### config.mk
export PLATFORM = sky130hd
export DESIGN_NAME = pec_counter
export DESIGN_NICKNAME = d
export VERILOG_FILES = /design/src/rtl/pec_pkg.sv /design/src/rtl/pec_event_mux.sv /design/src/rtl/pec_qualifier.sv /design/src/rtl/pec_priv_gate.sv /design/src/rtl/pec_counter.sv
export SDC_FILE = /design/constraint.sdc
export NUM_CORES = 1
export LEC_CHECK = 0
export BUFFER_PORTS_ARGS = -buffer_cell sky130_fd_sc_hd__buf_2
export CORE_ASPECT_RATIO = 1.5
export CORE_MARGIN = 5
export CORE_UTILIZATION = 51
export DETAILED_ROUTE_END_ITERATION = 10
export PLACE_DENSITY = 0.81
export SETUP_SLACK_MARGIN = 0.4
export SLEW_MARGIN = 40
export SYNTH_ARGS = -nofsm -noshare
export SYNTH_HDL_FRONTEND = slang
export SYNTH_SLANG_ARGS = --single-unit
### constraint.sdc
create_clock -name clk_i -period 10.3 [get_ports clk_i]
set_input_delay 2.06 -clock clk_i [delete_from_list [all_inputs] [get_ports clk_i]]
set_output_delay 2.06 -clock clk_i [all_outputs]
set_load 0.005 [all_outputs]
### src/rtl/pec_pkg.sv
package pec_pkg;
    parameter int CNT_W   = 40;
    parameter int DATA_W  = 32;
    parameter int LINES   = 8;
    parameter int NUM_GRP = 4;
    parameter int SIB_W   = 4;

    localparam int HI_W  = CNT_W - DATA_W;
    localparam int EVC_W = $clog2(LINES + (1 << SIB_W));

    // Event code served by each line group.
    function automatic logic [7:0] grp_code(input int g);
        case (g)
            0:       return 8'h03;
            1:       return 8'h04;
            2:       return 8'h05;
            default: return 8'h80;
        endcase
    endfunction

    typedef struct packed {
        logic       en;
        logic       irq_en;
        logic       inv;
        logic       any;
        logic       edge_en;
        logic       os;
        logic       usr;
        logic [7:0] cmask;
        logic [7:0] umask;
        logic [7:0] code;
    } cfg_t;

    typedef enum logic [1:0] {
        REG_CFG  = 2'd0,
        REG_LO   = 2'd1,
        REG_HI   = 2'd2,
        REG_STAT = 2'd3
    } reg_addr_e;
endpackage

### src/rtl/pec_event_mux.sv
module pec_event_mux
    import pec_pkg::*;
#(
    parameter int N_LINES = LINES,
    parameter int N_GRP   = NUM_GRP,
    parameter int S_W     = SIB_W,
    parameter int C_W     = EVC_W
) (
    input  logic [N_GRP*N_LINES-1:0] lines_i,
    input  logic [7:0]               code_i,
    input  logic [N_LINES-1:0]       umask_i,
    input  logic                     any_i,
    input  logic [S_W-1:0]           sib_i,
    output logic [C_W-1:0]           evc_o
);
    logic [N_GRP-1:0]   hit;
    logic [N_LINES-1:0] sel;
    logic [N_LINES-1:0] masked;
    logic [C_W-1:0]     pop;

    for (genvar g = 0; g < N_GRP; g++) begin : g_hit
        assign hit[g] = (code_i == grp_code(g));
    end

    always_comb begin
        sel = '0;
        for (int g = 0; g < N_GRP; g++) begin
            if (hit[g]) sel = lines_i[g*N_LINES +: N_LINES];
        end
        masked = sel & umask_i;
        pop = '0;
        for (int i = 0; i < N_LINES; i++) begin
            pop = pop + C_W'(masked[i]);
        end
        evc_o = pop + (any_i ? C_W'(sib_i) : '0);
    end
endmodule

### src/rtl/pec_qualifier.sv
module pec_qualifier
    import pec_pkg::*;
#(
    parameter int C_W = EVC_W
) (
    input  logic [C_W-1:0] evc_i,
    input  logic [7:0]     cmask_i,
    input  logic           inv_i,
    input  logic           edge_i,
    input  logic           prev_i,
    output logic           cond_o,
    output logic [C_W-1:0] inc_o
);
    logic thr_on;
    logic at_least;

    always_comb begin
        thr_on   = (cmask_i != 8'd0);
        at_least = ({{(8 > C_W ? 8 - C_W : 0){1'b0}}, evc_i} >= cmask_i);
        cond_o   = thr_on ? (at_least ^ inv_i) : (evc_i != '0);
        if (edge_i)      inc_o = C_W'(cond_o && !prev_i);
        else if (thr_on) inc_o = C_W'(cond_o);
        else             inc_o = evc_i;
    end
endmodule

### src/rtl/pec_priv_gate.sv
module pec_priv_gate (
    input  logic [1:0] priv_i,
    input  logic       os_i,
    input  logic       usr_i,
    output logic       pass_o
);
    logic none_set;

    always_comb begin
        none_set = !os_i && !usr_i;
        pass_o   = none_set || ((priv_i == 2'd0) ? os_i : usr_i);
    end
endmodule

### src/rtl/pec_counter.sv
module pec_counter
    import pec_pkg::*;
(
    input  logic                     clk_i,
    input  logic                     rst_ni,
    input  logic [NUM_GRP*LINES-1:0] ev_lines_i,
    input  logic [SIB_W-1:0]         sib_count_i,
    input  logic [1:0]               priv_lvl_i,
    input  logic                     reg_we_i,
    input  logic [1:0]               reg_addr_i,
    input  logic [DATA_W-1:0]        reg_wdata_i,
    output logic [DATA_W-1:0]        reg_rdata_o,
    output logic                     irq_o
);
    typedef struct packed {
        cfg_t             cfg;
        logic [CNT_W-1:0] cnt;
        logic             prev;
        logic             ovf;
    } state_t;

    state_t st_d, st_q;

    logic [EVC_W-1:0] evc;
    logic [EVC_W-1:0] inc;
    logic             cond;
    logic             priv_ok;
    logic             cnt_wr;
    logic [CNT_W:0]   sum;

    cfg_t             cfg_view;
    logic [CNT_W-1:0] cnt_view;
    logic             ovf_view;

    pec_event_mux u_mux (
        .lines_i (ev_lines_i),
        .code_i  (st_q.cfg.code),
        .umask_i (st_q.cfg.umask[LINES-1:0]),
        .any_i   (st_q.cfg.any),
        .sib_i   (sib_count_i),
        .evc_o   (evc)
    );

    pec_qualifier u_qual (
        .evc_i   (evc),
        .cmask_i (st_q.cfg.cmask),
        .inv_i   (st_q.cfg.inv),
        .edge_i  (st_q.cfg.edge_en),
        .prev_i  (st_q.prev),
        .cond_o  (cond),
        .inc_o   (inc)
    );

    pec_priv_gate u_priv (
        .priv_i (priv_lvl_i),
        .os_i   (st_q.cfg.os),
        .usr_i  (st_q.cfg.usr),
        .pass_o (priv_ok)
    );

    always_comb begin
        st_d   = st_q;
        cnt_wr = reg_we_i && ((reg_addr_i == REG_LO) || (reg_addr_i == REG_HI));
        sum    = {1'b0, st_q.cnt} + (CNT_W + 1)'(inc);

        st_d.prev = st_q.cfg.en ? cond : 1'b0;

        if (reg_we_i) begin
            case (reg_addr_e'(reg_addr_i))
                REG_CFG:  st_d.cfg = cfg_t'(reg_wdata_i[$bits(cfg_t)-1:0]);
                REG_LO:   st_d.cnt = {st_q.cnt[CNT_W-1:DATA_W], reg_wdata_i};
                REG_HI:   st_d.cnt = {reg_wdata_i[HI_W-1:0], st_q.cnt[DATA_W-1:0]};
                REG_STAT: if (reg_wdata_i[0]) st_d.ovf = 1'b0;
                default:  ;
            endcase
        end

        if (st_q.cfg.en && priv_ok && !cnt_wr) begin
            st_d.cnt = sum[CNT_W-1:0];
            if (sum[CNT_W] && st_q.cfg.irq_en) st_d.ovf = 1'b1;
        end
    end

    always_ff @(posedge clk_i or negedge rst_ni) begin
        if (!rst_ni) st_q <= '0;
        else         st_q <= st_d;
    end

    always_comb begin
        case (reg_addr_e'(reg_addr_i))
            REG_CFG:  reg_rdata_o = DATA_W'(st_q.cfg);
            REG_LO:   reg_rdata_o = st_q.cnt[DATA_W-1:0];
            REG_HI:   reg_rdata_o = DATA_W'(st_q.cnt[CNT_W-1:DATA_W]);
            default:  reg_rdata_o = DATA_W'(st_q.ovf);
        endcase
    end

    assign irq_o    = st_q.ovf;
    assign cfg_view = st_q.cfg;
    assign cnt_view = st_q.cnt;
    assign ovf_view = st_q.ovf;
endmodule

==> out/results.tsv, run 1 <==
metric	value	unit
htree_levels	3	
synth_warnings	0	
cp.required	10.54	ns
ioPinCount	108	
ys_types	72	
regToRegEndpoint	cnt_view[17]	
switching_share	38.7	%
status	complete, no violations	
wl_met1	6.68	mm
instances_no_fill	867	
ant_nets	0	
drive_gt1_share	25.6	%
placed_area	6190	um^2
min_from	cfg_view[10]	
peakVddDrop	0.155	mV
routed_via_density	6.48	
dr.pass1.iters	6	
dr.max_layer_used	met4	
globalRouteTotalUtil	29.0	%
start_kind	input port	
post-route-min-period	8.97	ns
wire_per_inst	21.4	um
grt-ovfl-total	0	
seq_area	1830	um^2
layout.nets	824	
antennaDiodeCount	0	
synthArstFlopShare	100	%
slew_headroom	42.5	%
rsz0062_at_grt	false	
finClkSkew	0.00885	ns
cts-root-buf	clkbuf_16	
tightest_slew	0.856	ns
crit_fanout	14	
num_vias	5621	
fin_crit_sh	87.1	%
hpwlAfterDp	13.9	mm
arrival	9.21	ns
powerDensity	181	nW/um^2
final_cell_mix	buf_2, nor2_1, dfrtp_1	
netlist_area	5550	um^2
clk_path_buf_depth	2	
cts_tree	yes	
drv_cap	0	
initial_core_util	52.4	%
cts_setup_buffers	0	
hold_depth	1	
dr.first_iter.drc_count	514	
power_frac_clock	27.7	%
fp.dieW	95.1	um
cts_buffers	9	
route.met3.wl	1.44	mm
synth-edff-count	0	
hold_viol	0	
fin_tns_setup	0	ns
grt_pass1_vias	5810	
multiInputGateArea	3490	um^2
mostFrequentLayoutCell	buf_2	
syn_nets	732	
endpoint_kind	flip-flop	
totalWireLength	18.5	mm
switchingPower	0.456	mW
grt_max_degree	74	
min_to	cfg_view[10]	
routabilityCongestion	0.949	
fin_area	6500	um^2
worstSetupPathType	input port to flip-flop	
r2r_start	cfg_view[4]	
die_y	138	um
synthCells	626	
path_clk_slew	0.06	ns
rrSetupSlack	1.60	ns
reg2reg_depth	26	
holdWs	0.537	ns
ys_seq_elements	73	
seqPwrFrac	41.3	%
dp.cells	851	
hp-class	flip-flop to flip-flop	
fillers	997	
max_freq	111	MHz
grt_pass1_wl	29.2	mm
avgSynthCellArea	8.86	um^2
rows	46	
antenna_found_initial	0	
ys.flop_type	dfrtp_1	
port-buffer-count	107	
wl_met2	9.50	mm
clk_latency	0.35	ns
post_cts_resized	0	
yosysSeqAreaShare	32.9	%
die-area	13100	um^2
drv_slew	0	
p_leak	2.86	nW
finalSetupViolCount	0	
holdBufCountCts	0	
area_growth	17.2	%
cts_sinks	73	
intPower	0.722	mW
core_area	10600	um^2
pwr-share-comb	31.0	%
drcViolationCount	0	
worst max-delay path: stages:
cell and delay (ns):
buf_2 0.08, nor2_1 0.03, o21ai_0 0.17, o211ai_1 0.11, a21boi_0 0.22, ha_1 0.25
inv_1 0.09, fa_1 0.45, fa_1 0.55, inv_1 0.06, fa_1 0.47, ha_1 0.24
fa_1 0.41, a21o_1 0.19, a21oi_1 0.17, xnor2_1 0.20, ha_1 0.30, nand3_1 0.08
nor2_1 0.04, mux2_2 0.28, a2111oi_1 0.41, ha_1 0.24, a21o_1 0.14, nand4_1 0.59
a211oi_1 0.91, nand3_1 0.15, a221oi_1 0.28
registers in the layout, indices dropped and copies added (netlist names):
name / cells
cnt_view: 40
cfg_view: 31
irq_o: 1
st_q: 1
cell families after synthesis:
kind of cell,after synthesis,share of synthesized area (%)
compound gates,173,24.0
xor+xnor,5,0.790
fa+ha+maj,31,7.67
buf+inv,60,4.26
flops,73,32.9
mux,37,7.42
simple gates,247,22.9
cells in the mapped netlist, types with 7 or more instances:
cell type / n / share of area (%)
a211oi_1: 21 / 2.8
a21oi_1: 21 / 1.9
a222oi_1: 8 / 1.4
a22oi_1: 23 / 3.1
and2_1: 7 / 0.79
and3_1: 14 / 1.6
clkbuf_1: 25 / 1.7
dfrtp_1: 73 / 33
ha_1: 26 / 5.9
inv_1: 26 / 1.8
mux2_2: 33 / 6.7
nand2_1: 56 / 3.8
nand2b_1: 7 / 0.79
nand3_1: 21 / 1.9
nand4_1: 8 / 0.90
nor2_1: 75 / 5.1
nor3_1: 14 / 1.3
o211ai_1: 12 / 1.6
o21ai_0: 18 / 1.6
layer usage:
metal	up-vias	GRT usage, %
met2	318	51.0
met1	2677	32.2
met5	-	0
met4	0	17.7
li1	2562	-
met3	64	4.64
area by class of cell:
cell class / instances / area share (%)
flip-flops and latches: 73 / 28.1
inverters: 26 / 1.50
clock inverters: 6 / 1.02
well taps: 144 / 2.77
multi-input cells: 493 / 53.7
clock buffers: 10 / 3.68
repair buffers: 115 / 9.22
power groups by stage:
| stage | Sequential [mW] | Clock, mW | Combinational, mW |
|---|---|---|---|
| after floorplan | 0.435 | 0 | 0.261 |
| after global placement | 0.479 | 0 | 0.348 |
| after detailed placement | 0.484 | 0 | 0.360 |
| after CTS | 0.480 | 0.326 | 0.363 |
| after global routing | 0.497 | 0.337 | 0.402 |
| final | 0.486 | 0.326 | 0.365 |
stage by stage:
| stage | power, mW | util, % | worst slack (ns) |
|---|---|---|---|
| 2_1_floorplan | 0.696 | - | 1.91 |
| 3_3_place_gp | 0.827 | 58.4 | 1.26 |
| 3_5_place_dp | 0.844 | 58.4 | 1.03 |
| 4_1_cts | 1.17 | 61.3 | 1.37 |
| 5_1_grt | 1.24 | 61.4 | 0.912 |
| 6_report | 1.18 | 61.4 | 1.33 |
worst max path at each step:
stage / startpoint / to / slack [ns] / depth (start not counted)
floorplan: ev_lines_i[8] / cnt_view[22] / 1.91 / 28
global route: ev_lines_i[8] / cnt_view[17] / 0.91 / 27
finish: ev_lines_i[8] / cnt_view[17] / 1.33 / 27
CTS: ev_lines_i[8] / cnt_view[17] / 1.37 / 27
detailed placement: ev_lines_i[8] / cnt_view[17] / 1.03 / 27
global placement: ev_lines_i[8] / cnt_view[17] / 1.26 / 27
Note: power is estimated with default switching activity, not from simulation.
==> run 2: changes to the inputs <==
--- a/config.mk
+++ b/config.mk
@@ -5,12 +5,13 @@
 export SDC_FILE = /design/constraint.sdc
 export NUM_CORES = 1
 export LEC_CHECK = 0
+export ABC_AREA = 1
 export BUFFER_PORTS_ARGS = -buffer_cell sky130_fd_sc_hd__buf_2
 export CORE_ASPECT_RATIO = 1.5
 export CORE_MARGIN = 5
-export CORE_UTILIZATION = 51
+export CORE_UTILIZATION = 57
 export DETAILED_ROUTE_END_ITERATION = 10
-export PLACE_DENSITY = 0.81
+export PLACE_DENSITY = 0.87
 export SETUP_SLACK_MARGIN = 0.4
 export SLEW_MARGIN = 40
 export SYNTH_ARGS = -nofsm -noshare
==> run 2 against run 1 <==
Net effect: sequential power is 5.1% higher; worst setup slack better by 1.1 ns; first-iteration DRC count decreased by 0.97%; clock skew grew 0.0010 ns; final cell count increased by 31%; total power rose by 17%; wire length increased by 10%; synthesized cell count rose by 43%; largest cell class unchanged; largest power group unchanged.
==> out/results.tsv, run 2 <==
metric	value	unit	change
synthTopCellsByCount	nand2_1, nor2_1, a21oi_1		
max_freq	126	MHz	+13%
grt-ovfl-total	0		unchanged
ioPinCount	108		unchanged
rrSetupSlack	2.64	ns	+1.04 ns
dr.pass1.iters	7		+1
globalRouteTotalUtil	33.1	%	+4.0 points
antenna_found_initial	0		unchanged
synth_xor_area_share	1.32	%	+0.53 points
holdBufCountCts	0		unchanged
synth_warnings	0		unchanged
totalWireLength	20.5	mm	+10%
hold_depth	1		unchanged
hpwlAfterDp	15.8	mm	+14%
critical-path-slowest-cell	fa_1		
slew_headroom	45.1	%	+2.6 points
mostFrequentLayoutCell	nand2_1		
critPathTopFamily	adder cells		
synth_top_family_by_area	simple AND/OR/NAND/NOR gates		
tightest_slew	0.817	ns	-0.0389 ns
drive_gt1_share	17.3	%	-8.3 points
post_cts_resized	0		unchanged
peakVddDrop	0.107	mV	-31%
routabilityCongestion	0.943		-0.62%
fin_crit_sh	76.8	%	-10 points
r2r_start	cfg_view[4]		
ys.flop_type	dfrtp_1		
crit_fanout	6		-8
slowest_delay	0.55	ns	-0.36 ns
synthSimpleGateAreaFrac	35.1	%	+12 points
die_y	136	um	-1.5%
min_from	cfg_view[8]		
die-area	12700	um^2	-3.0%
p_leak	3.49	nW	+22%
initial_core_util	57.5	%	+5.2 points
fillers	959		-3.8%
finalSetupViolCount	0		unchanged
path_clk_slew	0.06	ns	about the same
syn_nets	1004		+37%
grt_pass1_vias	6347		+9.2%
cp.buffers_inverters	5		+2
grt_pass1_wl	32.7	mm	+12%
regToRegEndpoint	cnt_view[12]		
min_to	cfg_view[8]		
synthTopCellsByArea	dfrtp_1, nand2_1, a21oi_1		
yosysMostFrequentCell	nand2_1		
clk_latency	0.34	ns	about the same
worstSetupPathType	input port to flip-flop		
rsz0062_at_grt	false		
arrival	8.16	ns	-1.05 ns
htree_levels	3		unchanged
synth_top_area_share	30.5	%	-2.5 points
largest_reg_flops	40		unchanged
cts_sinks	73		unchanged
num_vias	6659		+18%
avgSynthCellArea	6.67	um^2	-25%
reg2reg_depth	35		+35%
synthArstFlopShare	100	%	unchanged
drv_cap	0		unchanged
drcViolationCount	0		unchanged
netlist_area	5990	um^2	+8.1%
dr.first_iter.drc_count	509		-0.97%
synth_fa_ha_area_share	7.10	%	-0.57 points
post-route-min-period	7.91	ns	-1.06 ns
ys_seq_elements	73		unchanged
yosysSeqAreaShare	30.5	%	-2.5 points
hold_viol	0		unchanged
rows	46		unchanged
ys_types	42		-42%
cts_buffers	9		unchanged
startpoint	ev_lines_i[25]		
synth_mux_area_share	3.19	%	-4.2 points
core_area	10400	um^2	-1.6%
area_growth	16.1	%	
design_power_total	1.38	mW	+17%
fp.dieW	93.7	um	-1.5%
synthCells	898		+43%
yosys.area.top_type	dfrtp_1		
crit_top_cell	nand2_1		
cts_tree	yes		
cp.required	10.55	ns	about the same
routed_via_density	5.84		-9.9%
ant_nets	0		unchanged
clk_path_buf_depth	2		unchanged
final_cell_mix	nand2_1, buf_2, nor2_1		
start_kind	input port		
cts-root-buf	clkbuf_16		
endpoint_kind	flip-flop		
cts_setup_buffers	0		unchanged
status	complete, no violations		
fin_tns_setup	0	ns	unchanged
wire_per_inst	18.0	um	-16%
finClkSkew	0.00990	ns	+0.00105 ns
layout.nets	1097		+33%
port-buffer-count	107		unchanged
synth-compound-area-share	14.4	%	-9.6 points
hp-class	flip-flop to flip-flop		
drv_slew	0		unchanged
antennaDiodeCount	0		unchanged
synth-edff-count	0		unchanged
powerDensity	198	nW/um^2	+9.5%
grt_max_degree	74		unchanged
run 2: report_power, final:
| group | internal [mW] | switching, mW | total (mW) |
|---|---|---|---|
| Sequential | 0.378 | 0.134 | 0.511 |
| Combinational | 0.181 | 0.319 | 0.501 |
| Clock | 0.237 | 0.131 | 0.367 |
| Total | 0.796 | 0.583 | 1.38 |
run 2: worst reg2reg max path: cells and delay by family (launching register included):
kind,cells,cell delay [ns]
AO/OA/AOI/OAI,3,0.71
AND/OR/NAND/NOR,16,2.30
buffers and inverters,5,0.44
flip-flops,1,0.39
XOR/XNOR,2,0.42
adder cells (fa/ha/maj),9,3.33
run 2: stage by stage:
| step | instance area, um^2 | util [%] | std cells | setup WS [ns] | hold slack, ns |
|---|---|---|---|---|---|
| final | 6960 | 66.8 | 1140 | 2.39 | 0.537 |
| after global routing | 6960 | 66.8 | 1140 | 1.84 | 0.551 |
| after CTS | 6950 | 66.7 | 1140 | 2.43 | 0.532 |
| after detailed placement | 6610 | 63.4 | 1124 | 2.14 | 0.516 |
| after global placement | 6600 | 63.4 | 1124 | 2.36 | 0.508 |
| after floorplan | 5990 | - | 898 | 2.91 | 0.494 |
run 2: worst max-delay path by stage:
stage                   endpoint  slack [ns]  cells past startpoint
CTS                 cnt_view[24]        2.43                     36
global route        cnt_view[24]        1.84                     36
finish              cnt_view[12]        2.39                     33
global placement    cnt_view[24]        2.36                     36
floorplan           cnt_view[24]        2.91                     35
detailed placement  cnt_view[24]        2.14                     36
run 2: logic make-up after synthesis:
family | after synthesis
simple gates | 490
compound gates | 152
buf+inv | 126
flops | 73
fa+ha+maj | 31
mux | 17
xor+xnor | 9
run 2: final cells by class:
cell class / instances / area [um^2] / share of cell area [%]
clock inverters: 7 / 119 / 1.71
inverters: 96 / 362 / 5.20
well taps: 144 / 180 / 2.59
flip-flops and latches: 73 / 1830 / 26.3
multi-input cells: 699 / 3660 / 52.7
repair buffers: 112 / 579 / 8.33
clock buffers: 9 / 225 / 3.24
run 2: per-layer routing:
metal,wire (um),vias up,track usage [%]
li1,-,3159,-
met1,7660,3079,39.0
met2,10100,326,55.8
met3,1370,95,4.84
met4,1380,0,20.6
met5,0,-,0
==> run 3: changes to the inputs <==
--- a/config.mk
+++ b/config.mk
@@ -9,9 +9,9 @@
 export BUFFER_PORTS_ARGS = -buffer_cell sky130_fd_sc_hd__buf_2
 export CORE_ASPECT_RATIO = 1.5
 export CORE_MARGIN = 5
-export CORE_UTILIZATION = 57
+export CORE_UTILIZATION = 52
 export DETAILED_ROUTE_END_ITERATION = 10
-export PLACE_DENSITY = 0.87
+export PLACE_DENSITY = 0.84
 export SETUP_SLACK_MARGIN = 0.4
 export SLEW_MARGIN = 40
 export SYNTH_ARGS = -nofsm -noshare
==> constraint.sdc (replaced) <==
create_clock -name clk_i -period 7.05 [get_ports clk_i]
set_input_delay 1.41 -clock clk_i [delete_from_list [all_inputs] [get_ports clk_i]]
set_output_delay 1.41 -clock clk_i [all_outputs]
set_load 0.005 [all_outputs]
==> run 3 against run 2 <==
Net effect: final cell count rose by 2.9%; sequential share of layout area shrank 1.7 points; non-clock buffer count is 27 higher; worst hold slack got worse by 0.0069 ns; via count increased by 3.0%; final area up 6.9%; first-iteration DRC count is 14% higher; die area rose by 8.7%.
==> out/results.tsv, run 3 (same netlist as run 2, synthesis figures left out) <==
metric	value	unit	change
core_area	11400	um^2	+9.5%
drcViolationCount	0		unchanged
fillers	1040		+8.4%
fp.dieW	97.7	um	+4.2%
endpoint_kind	flip-flop		
dr.pass1.iters	6		-1
largest_reg_flops	40		unchanged
totalWireLength	22.0	mm	+7.6%
cts_buffers	9		unchanged
rsz0062_at_grt	true		
cts_tree	yes		
slowest_delay	0.52	ns	-0.03 ns
start_kind	input port		
mostFrequentLayoutCell	nand2_1		
critPathTopFamily	adder cells		
place_ws	-0.163	ns	-2.30 ns
routed_via_density	5.85		+0.13%
status	complete, no violations		
powerDensity	272	nW/um^2	+37%
slew_headroom	51.6	%	+6.6 points
ant_nets	0		unchanged
grt-ovfl-total	0		unchanged
holdBufCountCts	0		unchanged
wire_per_inst	18.8	um	+4.6%
ioPinCount	108		unchanged
grt_max_degree	74		unchanged
instances_no_fill	1173		+2.9%
drv_cap	0		unchanged
initial_core_util	52.5	%	-5.0 points
crit_top_cell	nand2_1		
globalRouteTotalUtil	31.6	%	-1.5 points
layout.nets	1124		+2.5%
cp.required	7.33	ns	-3.22 ns
final_cell_mix	nand2_1, nor2_1, buf_2		
drv_slew	0		unchanged
cp.buffers_inverters	5		unchanged
peakVddDrop	0.162	mV	+52%
arrival	6.92	ns	-1.24 ns
max_freq	151	MHz	
clk_latency	0.34	ns	about the same
holdWs	0.530	ns	-0.00685 ns
rows	48		+4.3%
antennaDiodeCount	0		unchanged
path_clk_slew	0.06	ns	about the same
grt_pass1_vias	6589		+3.8%
clk_path_buf_depth	2		unchanged
cts-root-buf	clkbuf_16		
crit_fanout	4		-2
dr.first_iter.drc_count	582		+14%
critical-path-slowest-cell	fa_1		
die_y	141	um	+4.4%
tightest_slew	0.726	ns	-0.0916 ns
finalSetupViolCount	0		unchanged
htree_levels	3		unchanged
hpwlAfterDp	16.6	mm	+5.3%
finClkSkew	0.00439	ns	-0.00551 ns
p_leak	3.66	nW	+5.0%
die-area	13800	um^2	+8.7%
hp-class	flip-flop to flip-flop		
fin_crit_sh	94.2	%	
drive_gt1_share	24.0	%	+6.8 points
routabilityCongestion	0.986		+4.5%
num_vias	6861		+3.0%
post-route-min-period	6.64	ns	
final.setup.worst_slack	0.410	ns	-1.98 ns
dp.cells	1150		+2.3%
port-buffer-count	107		unchanged
worstSetupPathType	input port to flip-flop		
hold_viol	0		unchanged
grt_pass1_wl	34.5	mm	+5.2%
area_growth	24.0	%	
antenna_found_initial	0		unchanged
cts_sinks	73		unchanged
run 3: cell types whose count changed in the layout (fill, tap and decap cells not counted), sizes merged:
cell,previous run,this run
clkinvlp,2,1
buf,112,139
clkinv,6,8
bufinv,3,1
clkbuf,9,10
run 3: worst paths after layout:
path	from	end	slack, ns	cells past startpoint
min in group asynchronous	rst_ni	cfg_view[4]	1.10	1
max in group asynchronous	rst_ni	cnt_view[20]	5.44	1
max reg2reg	cfg_view[4]	cnt_view[24]	0.48	39
max	ev_lines_i[16]	cnt_view[24]	0.41	36
min reg2reg	cfg_view[12]	cfg_view[12]	0.53	1
min	cfg_view[12]	cfg_view[12]	0.53	1
run 3: final cells by class:
cell class	count	area [um^2]	area share, %
sequential	73	1830	24.6
multi-input combinational	699	3930	52.9
tap	150	188	2.52
inverter	96	360	4.85
timing repair buffer	139	833	11.2
clock inverter	6	57.6	0.774
clock buffer	10	239	3.21
run 3: report_power, final:
| part | switching (mW) | internal, mW | total [mW] |
|---|---|---|---|
| clock network | 0.187 | 0.281 | 0.468 |
| registers | 0.204 | 0.552 | 0.756 |
| logic | 0.503 | 0.297 | 0.799 |
| total | 0.894 | 1.13 | 2.02 |
run 3: routing by layer:
layer | vias up | global-route usage, % | wire, um
met4 | 0 | 18.5 | 1220
met2 | 346 | 54.4 | 11200
li1 | 3209 | - | -
met1 | 3226 | 36.9 | 8200
met5 | - | 0 | 0
met3 | 80 | 5.41 | 1440
run 3: stage by stage:
stage	total power, mW	cell area [um^2]	TNS [ns]	util, %
final	2.02	7430	0	65.1
after global routing	2.15	7430	0	65.1
after CTS	1.98	7180	0	62.9
after detailed placement	1.50	6780	-2.07	59.4
after global placement	1.48	6770	-0.173	59.4
after floorplan	1.20	6010	0	-
run 3: what timing repair did:
action,in CTS,in global routing
setup endpoints to repair,34,38
pin swaps,23,15
endpoints found under the hold margin,0,0
gates cloned,0,0
resized for setup,23,49
setup buffers,3,4
